[config.mk]
export PLATFORM = sky130hd
export DESIGN_NAME = periodic_irq_gen
export DESIGN_NICKNAME = d
export VERILOG_FILES = /design/src/rtl/tbase_pkg.sv /design/src/rtl/tbase_tick_gen.sv /design/src/rtl/tbase_channel.sv /design/src/rtl/tbase_irq_arb.sv /design/src/rtl/periodic_irq_gen.sv
export SDC_FILE = /design/constraint.sdc
export NUM_CORES = 1
export LEC_CHECK = 0
export ABC_AREA = 1
export BUFFER_PORTS_ARGS = -buffer_cell sky130_fd_sc_hd__clkbuf_2
export CORE_ASPECT_RATIO = 0.8
export CORE_MARGIN = 10
export CORE_UTILIZATION = 30
export DETAILED_ROUTE_END_ITERATION = 6
export PLACE_DENSITY_LB_ADDON = 0.25
export SETUP_SLACK_MARGIN = 0.2
export SLEW_MARGIN = 20
export SYNTH_ARGS = -nofsm -noshare
export SYNTH_HDL_FRONTEND = slang
export SYNTH_HIERARCHICAL = 1
export SYNTH_SLANG_ARGS = --single-unit
[constraint.sdc]
create_clock -name clk -period 1.9 [get_ports clk]
set_clock_uncertainty 0.2 [all_clocks]
set_input_delay 0 -clock clk [delete_from_list [all_inputs] [get_ports clk]]
set_output_delay 0 -clock clk [all_outputs]
set_load 0.1 [all_outputs]
[src/rtl/tbase_pkg.sv]
package tbase_pkg;

  typedef enum logic [1:0] {
    SRC_SYS     = 2'b00,
    SRC_QUARTER = 2'b01,
    SRC_SLOW    = 2'b10,
    SRC_SLOW_B  = 2'b11
  } src_sel_e;

  // Chooses the counting tick for one channel from the three candidates.
  function automatic logic pick_tick(input logic [1:0] sel,
                                     input logic quarter_tick,
                                     input logic slow_tick);
    logic t;
    case (src_sel_e'(sel))
      SRC_SYS:     t = 1'b1;
      SRC_QUARTER: t = quarter_tick;
      default:     t = slow_tick;
    endcase
    return t;
  endfunction

endpackage

[src/rtl/tbase_tick_gen.sv]
module tbase_tick_gen #(
  parameter int PRE_DIV     = 4,
  parameter int SYNC_STAGES = 2
) (
  input  logic clk,
  input  logic rst,
  input  logic sub_clk_i,
  output logic quarter_tick_o,
  output logic slow_tick_o
);
  localparam int PW = (PRE_DIV > 1) ? $clog2(PRE_DIV) : 1;
  localparam logic [PW-1:0] PRE_LAST = PW'(PRE_DIV - 1);

  logic [PW-1:0]          pre_cnt_q;
  logic                   quarter_q;
  logic [SYNC_STAGES-1:0] sync_q;
  logic                   prev_q;
  logic                   slow_q;

  // Free-running pre-divider on the system clock.
  always_ff @(posedge clk) begin
    if (rst) begin
      pre_cnt_q <= '0;
      quarter_q <= 1'b0;
    end else begin
      pre_cnt_q <= (pre_cnt_q == PRE_LAST) ? '0 : pre_cnt_q + 1'b1;
      quarter_q <= (pre_cnt_q == PRE_LAST);
    end
  end

  // Synchroniser chain for the slow clock, then rising-edge detection.
  always_ff @(posedge clk) begin
    if (rst) begin
      sync_q <= '0;
      prev_q <= 1'b0;
      slow_q <= 1'b0;
    end else begin
      sync_q <= {sync_q[SYNC_STAGES-2:0], sub_clk_i};
      prev_q <= sync_q[SYNC_STAGES-1];
      slow_q <= sync_q[SYNC_STAGES-1] & ~prev_q;
    end
  end

  assign quarter_tick_o = quarter_q;
  assign slow_tick_o    = slow_q;


  quarter_gap_chk: assert property (@(posedge clk) disable iff (rst)
    quarter_q |=> !quarter_q);


  slow_single_chk: assert property (@(posedge clk) disable iff (rst)
    slow_q |=> !slow_q);

endmodule

[src/rtl/tbase_channel.sv]
module tbase_channel
  import tbase_pkg::*;
#(
  parameter int BASE_EXP = 8,
  parameter int DIV_W    = 3
) (
  input  logic             clk,
  input  logic             rst,
  input  logic             on_i,
  input  logic [1:0]       src_i,
  input  logic [DIV_W-1:0] div_i,
  input  logic             quarter_tick_i,
  input  logic             slow_tick_i,
  input  logic             clr_i,
  input  logic             ack_i,
  output logic             flag_o,
  output logic             flag_nxt_o
);
  localparam int MAX_N = (1 << DIV_W) - 1;
  localparam int CNT_W = BASE_EXP + MAX_N;
  localparam int CFG_W = 1 + 2 + DIV_W;
  localparam logic [CNT_W-1:0] ONES = '1;

  logic [CFG_W-1:0] cfg_q;
  logic [CFG_W-1:0] cfg_now;
  logic [CNT_W-1:0] cnt_q;
  logic [CNT_W-1:0] last_val;
  logic [DIV_W-1:0] shift_amt;
  logic             flag_q;
  logic             restart;
  logic             tick;
  logic             ovf;

  assign cfg_now   = {on_i, src_i, div_i};
  // Any change of configuration, or the channel being off, restarts the count.
  assign restart   = (cfg_now != cfg_q) || !cfg_q[CFG_W-1];
  assign tick      = pick_tick(cfg_q[DIV_W+1:DIV_W], quarter_tick_i, slow_tick_i);
  assign shift_amt = DIV_W'(MAX_N) - cfg_q[DIV_W-1:0];
  assign last_val  = ONES >> shift_amt;
  assign ovf       = !restart && tick && (cnt_q == last_val);

  always_ff @(posedge clk) begin
    if (rst) begin
      cfg_q <= '0;
      cnt_q <= '0;
    end else begin
      cfg_q <= cfg_now;
      if (restart)   cnt_q <= '0;
      else if (ovf)  cnt_q <= '0;
      else if (tick) cnt_q <= cnt_q + 1'b1;
    end
  end

  // Hardware set outranks both software clear and acknowledge.
  always_comb begin
    if (ovf)                flag_nxt_o = 1'b1;
    else if (clr_i || ack_i) flag_nxt_o = 1'b0;
    else                    flag_nxt_o = flag_q;
  end

  always_ff @(posedge clk) begin
    if (rst) flag_q <= 1'b0;
    else     flag_q <= flag_nxt_o;
  end

  assign flag_o = flag_q;


  off_hold_chk: assert property (@(posedge clk) disable iff (rst)
    !on_i |=> (cnt_q == '0));


  cnt_bound_chk: assert property (@(posedge clk) disable iff (rst)
    cnt_q <= last_val);


  set_wins_chk: assert property (@(posedge clk) disable iff (rst)
    ovf |=> flag_q);


  flag_hold_chk: assert property (@(posedge clk) disable iff (rst)
    (flag_q && !clr_i && !ack_i) |=> flag_q);

endmodule

[src/rtl/tbase_irq_arb.sv]
module tbase_irq_arb #(
  parameter int NCH = 2,
  parameter int IDW = 1
) (
  input  logic           clk,
  input  logic           rst,
  input  logic [NCH-1:0] flag_nxt_i,
  input  logic [NCH-1:0] en_i,
  input  logic           gie_nxt_i,
  input  logic           stall_i,
  output logic           irq_o,
  output logic [IDW-1:0] id_o
);
  logic [NCH-1:0] elig;
  logic [IDW-1:0] pick;
  logic           irq_q;
  logic [IDW-1:0] id_q;

  assign elig = flag_nxt_i & en_i;

  // Lowest channel number wins.
  always_comb begin
    pick = '0;
    for (int i = NCH - 1; i >= 0; i--) begin
      if (elig[i]) pick = IDW'(i);
    end
  end

  always_ff @(posedge clk) begin
    if (rst) begin
      irq_q <= 1'b0;
      id_q  <= '0;
    end else begin
      irq_q <= gie_nxt_i && !stall_i && (|elig);
      if (|elig) id_q <= pick;
    end
  end

  assign irq_o = irq_q;
  assign id_o  = id_q;


  stall_block_chk: assert property (@(posedge clk) disable iff (rst)
    stall_i |=> !irq_q);

endmodule

[src/rtl/periodic_irq_gen.sv]
module periodic_irq_gen #(
  parameter int NCH         = 2,
  parameter int BASE_EXP    = 8,
  parameter int DIV_W       = 3,
  parameter int PRE_DIV     = 4,
  parameter int SYNC_STAGES = 2
) (
  input  logic                     clk,
  input  logic                     rst,
  input  logic                     sub_clk_i,
  input  logic [NCH-1:0]           ch_on_i,
  input  logic [2*NCH-1:0]         ch_src_i,
  input  logic [DIV_W*NCH-1:0]     ch_div_i,
  input  logic [NCH-1:0]           ch_en_i,
  input  logic [NCH-1:0]           flag_clr_i,
  input  logic                     gie_set_i,
  input  logic                     stack_full_i,
  input  logic                     irq_ack_i,
  output logic                     irq_o,
  output logic [((NCH>1)?$clog2(NCH):1)-1:0] irq_id_o,
  output logic [NCH-1:0]           flag_o,
  output logic                     gie_o
);
  localparam int IDW = (NCH > 1) ? $clog2(NCH) : 1;

  logic           quarter_tick;
  logic           slow_tick;
  logic [NCH-1:0] flag_nxt;
  logic [NCH-1:0] ack_ch;
  logic           ack_fire;
  logic           gie_q;
  logic           gie_nxt;

  tbase_tick_gen #(
    .PRE_DIV     (PRE_DIV),
    .SYNC_STAGES (SYNC_STAGES)
  ) u_ticks (
    .clk            (clk),
    .rst            (rst),
    .sub_clk_i      (sub_clk_i),
    .quarter_tick_o (quarter_tick),
    .slow_tick_o    (slow_tick)
  );

  assign ack_fire = irq_ack_i && irq_o;

  generate
    for (genvar c = 0; c < NCH; c++) begin : g_ch
      assign ack_ch[c] = ack_fire && (irq_id_o == IDW'(c));

      tbase_channel #(
        .BASE_EXP (BASE_EXP),
        .DIV_W    (DIV_W)
      ) u_ch (
        .clk            (clk),
        .rst            (rst),
        .on_i           (ch_on_i[c]),
        .src_i          (ch_src_i[2*c +: 2]),
        .div_i          (ch_div_i[DIV_W*c +: DIV_W]),
        .quarter_tick_i (quarter_tick),
        .slow_tick_i    (slow_tick),
        .clr_i          (flag_clr_i[c]),
        .ack_i          (ack_ch[c]),
        .flag_o         (flag_o[c]),
        .flag_nxt_o     (flag_nxt[c])
      );
    end
  endgenerate

  // Acknowledge outranks a same-cycle set of the global enable.
  always_comb begin
    if (ack_fire)       gie_nxt = 1'b0;
    else if (gie_set_i) gie_nxt = 1'b1;
    else                gie_nxt = gie_q;
  end

  always_ff @(posedge clk) begin
    if (rst) gie_q <= 1'b0;
    else     gie_q <= gie_nxt;
  end

  assign gie_o = gie_q;

  tbase_irq_arb #(
    .NCH (NCH),
    .IDW (IDW)
  ) u_arb (
    .clk        (clk),
    .rst        (rst),
    .flag_nxt_i (flag_nxt),
    .en_i       (ch_en_i),
    .gie_nxt_i  (gie_nxt),
    .stall_i    (stack_full_i),
    .irq_o      (irq_o),
    .id_o       (irq_id_o)
  );


  ack_drops_gie_chk: assert property (@(posedge clk) disable iff (rst)
    ack_fire |=> !gie_o);


  irq_needs_gie_chk: assert property (@(posedge clk) disable iff (rst)
    irq_o |-> gie_o);


  irq_flag_match_chk: assert property (@(posedge clk) disable iff (rst)
    irq_o |-> flag_o[irq_id_o]);


  gie_set_chk: assert property (@(posedge clk) disable iff (rst)
    (gie_set_i && !ack_fire) |=> gie_o);

endmodule

==> results.toml, run 1 <==
[outcome]
status = "completed"

[drt]
drtIter0Drc = 170
via_count = 3016
vias_per_cell = 4.30
drt_pass1_iterations = 4
wl_per_cell_um = 10.7
met1_length_um = 3730
dr_wl_met3_um = 192
routed-wl-met2_um = 3490
drc = 0
ant_nets = 0
routed.top_layer = "met4"
routed_wl_um = 7480

[critical_path]
arrival_ns = 1.72
criticalPathCategory = "reg2reg"
worstSetupEndpointType = "flop"
regToRegEndpoint = "u_arb/irq_o"
path_max_fanout = 3
r2r_start = "g_ch[1].u_ch/cnt_q[1]"
r2r_cells = 11
required_ns = 1.93
start_kind = "flop"
r2r_slack_ns = 0.20

[timing]
post-route-period-util_pct = 89.2
rsz0062_at_grt = "true"
tns_ns = 0
maxSlewHeadroom_pct = 63.5
slew_violations = 0
worst_slew_pin_slew_ns = 0.549
fin_crit_ns = 1.70
setup_violations = 0
hold_violations = 0
max_freq_mhz = 590

[cells_and_area]
regArea_mm2 = 0.00111
final_common_cell = "nand2_1"
nNetsFinal = 588
final_cell_mix = "nand2_1 (151), inv_1 (87), nor2_1 (79), dfxtp_1 (40), nand3_1 (36)"
drive_gt1_share_pct = 17.0
multi_input_area_mm2 = 0.00171
n_fill_cell = 1020
syn_to_final_growth_pct = 33.9

[floorplan]
rows = 32
die_area_mm2 = 0.0145
coreArea_mm2 = 0.00973
die_width_um = 132
die_y_um = 110
pin_count = 27
start_util_pct = 30.9

[power_and_ir_drop]
p_leak_nw = 1.87
p_int_mw = 1.90
seq_power_share_pct = 47.1
pwr-share-clk_pct = 41.8
powerDensity_mw_per_mm2 = 617
pwr-share-comb_pct = 11.1
switching_power_uw = 588
p_sw_share_pct = 23.6
ir_drop_uv = 286
finalPower_mw = 2.49

[global_routing]
grt_max_degree = 17
grt_pass1_vias = 2808
antenna_found_initial = 0
grt_use_total_pct = 10.3
grt_pass1_wl_um = 12600
overflow = 0

[worst_hold_path]
hold_path_class = "in2reg"
hp-start = "irq_ack_i"
worstHoldEndpoint = "u_arb/irq_o"
whs_path_depth = 10

[logic_synthesis]
synth_nets = 520
avgSynthCellArea_um2 = 6.08
synthXorXnorAreaFrac_pct = 5.24
synth_compound_area_share_pct = 2.29
synth_seq_cells = 54
synth_top_family_by_area = "simple AND/OR/NAND/NOR gates"
syn_area_mm2 = 0.00301
netlist_instances = 495
yosys.area_share.adder_pct = 1.25
muxShareOfSynthArea_pct = 0
synth.distinct_cells = 21
synthSimpleGateAreaFrac_pct = 42.1
yosys_warnings = 6
seq_area_frac_synth_pct = 35.9

[clocking]
clk_latency_ns = 0.29
cts-buffers-inserted = 5
htree_levels = 2
cts.sink_count = 54
clkTransAtPathRegs_ns = 0.07
clock_path_buffers = 2
cts_tree = "yes"
root_buffer = "clkbuf_16"

[placed_design]
port_buffers = 26
place.gp.congestion = 0.783
dp_hpwl_um = 5260

[job]
cap_violations = 0
==> cells in the mapped netlist, drive strengths merged <==
cell type	n	area, µm²
nand2	160	608
xor2	14	123
nand3	40	200
xnor2	4	35.0
a22oi	2	15.0
nand3b	6	45.0
clkbuf	2	7.51
nor3	4	20.0
o21ai	5	28.8
and3	2	12.5
dfxtp	54	1080
nand4	2	12.5
ha	3	37.5
buf	8	60.1
inv	88	330
nor2	96	368
a21oi	5	25.0
==> critical path, cell delays in order, from the launching register on <==
cell,delay [ns]
dfxtp_4,0.37
ha_4,0.15
nand3_4,0.08
nor2_4,0.13
nand3b_1,0.13
nor2_1,0.13
nand3_1,0.11
nand2_1,0.10
nand2_1,0.05
nand2_1,0.06
inv_1,0.03
nor2_1,0.08
==> worst max path at each step <==
stage	slack, ns	from	depth (start not counted)	to
after floorplan	0.25	g_ch[0].u_ch/flag_o	6	u_arb/irq_o
after detailed placement	0.06	g_ch[0].u_ch/cnt_q[0]	11	u_arb/irq_o
after global placement	0.09	g_ch[0].u_ch/cnt_q[0]	11	u_arb/irq_o
after global routing	0.04	g_ch[1].u_ch/cnt_q[1]	11	u_arb/irq_o
final	0.20	g_ch[1].u_ch/cnt_q[1]	11	u_arb/irq_o
after CTS	0.15	g_ch[1].u_ch/cnt_q[1]	11	u_arb/irq_o
==> layer usage <==
metal	up-vias	GRT usage (%)
met2	35	16.8
met5	-	0
met1	1359	13.3
met3	7	2.19
li1	1615	-
met4	0	3.17
==> stage by stage <==
stage	util (%)	hold slack [ns]	cells	setup slack [ns]	cell area, µm²
floorplan	-	-0.133	495	0.254	3010
global placement	33.7	-0.00207	652	0.0935	3280
detailed placement	33.7	-0.00343	652	0.0573	3280
CTS	39.2	0.125	693	0.151	3810
global route	41.4	0.217	700	0.0375	4030
finish	41.4	0.136	701	0.205	4030
==> sequential cells by signal, indices dropped and copies added (netlist names), 2 cells and up <==
signal	flops
g_ch.u_ch/cnt_q	30
g_ch.u_ch/cfg_q	12
g_ch.u_ch/flag_o	2
u_ticks/pre_cnt_q	2
u_ticks/sync_q	2
==> power by group through the flow <==
stage	registers (mW)	clock network, mW	logic (mW)
2_1_floorplan	1.20	0	0.148
3_3_place_gp	1.20	0	0.207
3_5_place_dp	1.20	0	0.210
4_1_cts	1.18	1.08	0.258
5_1_grt	1.18	1.13	0.313
6_report	1.17	1.04	0.276
==> kinds of logic after synthesis <==
family | Yosys count
AND/OR/NAND/NOR | 310
flip-flops | 54
adder cells (fa/ha/maj) | 3
XOR/XNOR | 18
AO/OA/AOI/OAI | 12
buffers and inverters | 98
==> cell type report <==
type	count	share of cell area, %
multi-input cells	345	42.4
well taps	136	4.22
clock inverters	2	0.931
diodes	1	0.0621
repair buffers	69	13.4
clock buffers	6	3.20
inverters	88	8.20
flip-flops and latches	54	27.6
==> what timing repair did <==
action / CTS / global route
gates resized for setup: 14 / 50
buffers inserted: 3 / 5
cloned: 0 / 2
endpoints found under the setup margin: 32 / 33
pin swaps: 4 / 19
endpoints found under the hold margin: 18 / 0
hold buffers: 30 / 0
Power figures use the tool's default switching activity.
==> inputs of run 2 (changes only) <==
--- a/config.mk
+++ b/config.mk
@@ -9,7 +9,7 @@
 export BUFFER_PORTS_ARGS = -buffer_cell sky130_fd_sc_hd__clkbuf_2
 export CORE_ASPECT_RATIO = 0.8
 export CORE_MARGIN = 10
-export CORE_UTILIZATION = 30
+export CORE_UTILIZATION = 45
 export DETAILED_ROUTE_END_ITERATION = 6
 export PLACE_DENSITY_LB_ADDON = 0.25
 export SETUP_SLACK_MARGIN = 0.2
==> results.toml, run 2 (same netlist as run 1, synthesis figures left out) <==
[outcome]
status = "completed"

[drt]
vias_per_cell = 4.61
drt_pass1_iterations = 5
ant_nets = 0
drtIter0Drc = 119
routed_wl_um = 7460
via_count = 3031
drc = 0
wl_per_cell_um = 11.4

[global_routing]
grt_pass1_wl_um = 11800
grt_use_total_pct = 13.1
grt_pass1_vias = 2758
antenna_found_initial = 1
overflow = 0
grt_max_degree = 17

[cells_and_area]
syn_to_final_growth_pct = 35.7
fin_cells = 657
top_register = "g_ch.u_ch/cnt_q"
reg_top3 = "g_ch.u_ch/cnt_q (30), g_ch.u_ch/cfg_q (12)"
nNetsFinal = 595
largest_register_ffs = 30
final_cell_mix = "nand2_1 (147), inv_1 (84), nor2_1 (66), dfxtp_1 (38), nand3_1 (34)"
design_area_mm2 = 0.00408
drive_gt1_share_pct = 22.6
final_common_cell = "nand2_1"

[floorplan]
die_width_um = 111
start_util_pct = 46.7
pin_count = 27
die_y_um = 93.1
rows = 26
coreArea_mm2 = 0.00644
die_area_mm2 = 0.0104

[placed_design]
dp_hpwl_um = 4710
place.gp.congestion = 0.831
post_dp_cell_area_mm2 = 0.00322
port_buffers = 26
placed_cells = 600

[power_and_ir_drop]
powerDensity_mw_per_mm2 = 548
p_leak_nw = 1.88
ir_drop_uv = 346

[clocking]
cts_tree = "yes"
cts-buffers-inserted = 5
clk_latency_ns = 0.31
cts.sink_count = 54
root_buffer = "clkbuf_8"
htree_levels = 2
clkTransAtPathRegs_ns = 0.10
clock_path_buffers = 2

[job]
cap_violations = 0

[worst_hold_path]
hold_path_class = "in2reg"

[critical_path]
path_max_fanout = 8
criticalPathCategory = "reg2reg"
required_ns = 1.96
worstSetupEndpointType = "flop"
r2r_slack_ns = 0.16
arrival_ns = 1.80
start_kind = "flop"

[timing]
rsz0062_at_grt = "true"
setup_violations = 0
max_freq_mhz = 573
post-route-period-util_pct = 91.8
hold_violations = 0
worst_slew_pin_slew_ns = 0.546
slew_violations = 0
tns_ns = 0
fin_crit_ns = 1.74
maxSlewHeadroom_pct = 63.7
==> run 2: cell type report <==
cell class | count | area (µm²)
Multi-Input combinational cell | 345 | 1820
Inverter | 88 | 330
Fill cell | 578 | 2360
Tap cell | 84 | 105
Clock inverter | 2 | 37.5
Antenna cell | 2 | 5.00
Timing Repair Buffer | 76 | 601
Sequential cell | 54 | 1120
Clock buffer | 6 | 72.6
==> run 2: critical path, stage by stage, from the launching register on <==
cell      delay [ns]
dfxtp_4         0.36
buf_6           0.13
nand2_4         0.07
nand2_2         0.05
nor2_2          0.08
nand3b_1        0.12
buf_4           0.16
nor2_4          0.25
nand2_8         0.15
nor2_4          0.12
==> run 2: metal layers <==
layer | track usage (%) | share of wire (%) | wire length, µm
met5 | 0 | 0 | 0
met4 | 3.42 | 1.3 | 95
met3 | 3.45 | 3.3 | 245
met2 | 22.1 | 49 | 3660
met1 | 16.2 | 46 | 3460
==> run 2: worst paths after layout <==
path | start | end | cells after the start
hold / removal | irq_ack_i | u_arb/irq_o | 10
setup / recovery | g_ch[0].u_ch/cfg_q[1] | g_ch[0].u_ch/cnt_q[13] | 9
hold reg to reg | u_ticks/prev_q | u_ticks/slow_tick_o | 1
setup reg to reg | g_ch[0].u_ch/cfg_q[1] | g_ch[0].u_ch/cnt_q[13] | 9
==> run 2: metrics by stage <==
step	worst slack (ns)	utilization (%)	power, mW	hold WS, ns
2_1_floorplan	0.254	-	1.35	-0.133
3_3_place_gp	0.107	49.9	1.40	-0.00239
3_5_place_dp	0.0852	49.9	1.41	0.00363
4_1_cts	0.158	57.4	2.23	0.106
5_1_grt	0.0849	63.4	2.35	0.198
6_report	0.155	63.4	2.24	0.110
==> run 2: what timing repair did <==
action                                  in CTS  in global routing
pin swaps                                    4                 31
cloned                                       0                  2
buffers inserted                             5                 11
hold buffers                                29                  0
hold endpoints to repair                    18                  0
endpoints found under the setup margin      32                 33
resized for setup                           15                 85
==> run 2: power by group <==
part	switching [mW]	total, mW	internal, mW
logic	0.159	0.287	0.128
registers	0.0206	1.17	1.15
clock network	0.385	0.779	0.394
total	0.564	2.24	1.67
==> inputs of run 3 (changes only) <==
--- a/config.mk
+++ b/config.mk
@@ -16,5 +16,4 @@
 export SLEW_MARGIN = 20
 export SYNTH_ARGS = -nofsm -noshare
 export SYNTH_HDL_FRONTEND = slang
-export SYNTH_HIERARCHICAL = 1
 export SYNTH_SLANG_ARGS = --single-unit
==> results.toml, run 3 <==
[logic_synthesis]
synth_edf_count = 0
synth_nets = 427
muxShareOfSynthArea_pct = 0
synth.distinct_cells = 34
netlist_instances = 402
seq_area_frac_synth_pct = 38.7
synth_compound_area_share_pct = 5.19
yosys.area_share.adder_pct = 1.34
ys_async_sr_fraction_pct = 0
syn_area_mm2 = 0.00280
yosys_warnings = 0
synthSimpleGateAreaFrac_pct = 39.5
synthXorXnorAreaFrac_pct = 4.70
yosysMostFrequentCell = "nand2_1"
synth_common_cells = "nand2_1 (98), nor2_1 (69), inv_1 (61)"
synth.area.top_cells = "dfxtp_1 (39%), nand2_1 (13%), nor2_1 (9.3%)"
synth.top_cell.area_share_pct = 38.7
synth_ff_type = "dfxtp_1"
synth_area_leader_cell = "dfxtp_1"
avgSynthCellArea_um2 = 6.96
synth_seq_cells = 54
synth_top_family_by_area = "simple AND/OR/NAND/NOR gates"

[timing]
post-route-period-util_pct = 91.9
hold_violations = 0
setup_violations = 0
worst_slew_pin_slew_ns = 0.551
max_freq_mhz = 572
slew_violations = 0
tns_ns = 0
rsz0062_at_grt = "true"
fin_crit_ns = 1.75
maxSlewHeadroom_pct = 63.4

[power_and_ir_drop]
p_int_mw = 1.53
ir_drop_uv = 388
pwr-share-clk_pct = 33.1
pwr-share-comb_pct = 10.6
p_leak_nw = 1.65
p_sw_share_pct = 26.9
seq_power_share_pct = 56.2
powerDensity_mw_per_mm2 = 559
switching_power_uw = 565

[critical_path]
worstSetupEndpointType = "flop"
required_ns = 1.94
criticalPathCategory = "reg2reg"
regToRegEndpoint = "u_arb.irq_o"
path_max_fanout = 3
arrival_ns = 1.79
r2r_cells = 10
r2r_start = "g_ch[1].u_ch.cnt_q[3]"
start_kind = "flop"
r2r_slack_ns = 0.15

[outcome]
status = "completed"

[clocking]
cts-buffers-inserted = 5
root_buffer = "clkbuf_8"
htree_levels = 2
clock_path_buffers = 2
clkTransAtPathRegs_ns = 0.11
cts.sink_count = 54
cts_tree = "yes"
clk_latency_ns = 0.32

[cells_and_area]
largest_register_ffs = 30
nNetsFinal = 500
final_cell_mix = "nand2_1 (88), inv_1 (60), nor2_1 (57), dfxtp_1 (36), dlygate4sd3_1 (29)"
antennaDiodeCount = 0
top_register = "g_ch.u_ch.cnt_q"
drive_gt1_share_pct = 29.2
reg_top3 = "g_ch.u_ch.cnt_q (30), g_ch.u_ch.cfg_q (12)"
final_common_cell = "nand2_1"
syn_to_final_growth_pct = 34.2
fin_cells = 557

[worst_hold_path]
whs_path_depth = 3
hp-start = "rst"
hold_path_class = "in2reg"
worstHoldEndpoint = "g_ch[0].u_ch.cfg_q[4]"

[job]
cap_violations = 0

[drt]
ant_nets = 0
via_count = 2612
drt_pass1_iterations = 4
routed_wl_um = 6580
drc = 0
vias_per_cell = 4.69
drtIter0Drc = 102
wl_per_cell_um = 11.8

[floorplan]
rows = 25
die_width_um = 108
start_util_pct = 46.8
die_area_mm2 = 0.00979
pin_count = 27
coreArea_mm2 = 0.00597
die_y_um = 90.5

[placed_design]
placed_cells = 507
place.gp.congestion = 0.837
port_buffers = 26
dp_hpwl_um = 4530

[global_routing]
grt_pass1_vias = 2435
grt_max_degree = 20
grt_pass1_wl_um = 11000
grt_use_total_pct = 13.3
overflow = 0
antenna_found_initial = 0
-- run 3: worst max-delay path by stage --
stage | end | slack, ns | from | cells past startpoint
2_1_floorplan | g_ch[0].u_ch.cnt_q[8] | 0.27 | g_ch[0].u_ch.cnt_q[0] | 11
3_3_place_gp | g_ch[1].u_ch.cnt_q[8] | 0.15 | g_ch[1].u_ch.cfg_q[2] | 9
3_5_place_dp | g_ch[0].u_ch.cnt_q[9] | 0.09 | g_ch[0].u_ch.cnt_q[0] | 12
4_1_cts | g_ch[0].u_ch.cnt_q[14] | 0.18 | g_ch[0].u_ch.cnt_q[1] | 12
5_1_grt | u_arb.irq_o | 0.06 | g_ch[1].u_ch.cnt_q[0] | 11
6_report | u_arb.irq_o | 0.15 | g_ch[1].u_ch.cnt_q[3] | 10
-- run 3: kinds of logic (layout without fill, tap and decap cells) --
group	count (synthesis)	in the layout
buffers and inverters	72	145
DFF	54	54
and+or+nand+nor	232	233
xor gates and xnor gates	15	15
adders and majority gates	3	3
AOI/OAI and AO/OA	26	26
-- run 3: critical path, cell delays in order (launching register included) --
cell and delay [ns]:
dfxtp_1 0.38, nand2_1 0.13, nor2_2 0.15, nand2_1 0.10, nor2_1 0.10, nand2_1 0.10
nor2_4 0.15, nand3_2 0.11, nand2_2 0.09, nand2_1 0.06, a21oi_1 0.13
-- run 3: metrics by stage --
stage	setup WS, ns	utilization [%]	hold WS, ns	cell area [µm²]	power (mW)
global route	0.0564	62.8	0.0485	3750	2.19
detailed placement	0.0931	50.5	0.00256	3020	1.37
floorplan	0.274	-	-0.122	2800	1.32
finish	0.153	62.8	0.0250	3750	2.10
CTS	0.181	59.1	0.0102	3530	2.10
global placement	0.151	50.5	0.00197	3020	1.36
-- run 3: timing repair --
item	4_1_cts	5_1_grt
pin swaps	9	17
hold buffers	29	0
buffers inserted	8	4
resized for setup	19	54
gates cloned	1	0
endpoints found under the hold margin	21	0
setup endpoints to repair	31	33
-- run 3: layout make-up --
| type | instances | area (µm²) |
|---|---|---|
| clock buffer | 5 | 68.8 |
| clock inverter | 3 | 26.3 |
| fill | 517 | 2220 |
| inverter | 64 | 245 |
| multi-input combinational | 277 | 1640 |
| sequential | 54 | 1110 |
| tap | 81 | 101 |
| timing repair buffer | 73 | 571 |
-- run 3: power by group through the flow --
stage	sequential (mW)	combinational (mW)	clock, mW
finish	1.18	0.223	0.696
global route	1.19	0.252	0.756
CTS	1.18	0.211	0.713
detailed placement	1.20	0.162	0
global placement	1.20	0.159	0
floorplan	1.21	0.110	0
-- run 3: routing by layer --
layer,part of all wire [%],wire length (µm),track usage (%),up-vias
met5,0,0,0,-
met4,1.3,88,3.78,0
met3,5.3,348,3.50,8
met2,45,2960,20.1,47
met1,48,3180,17.8,1178
li1,-,-,-,1379
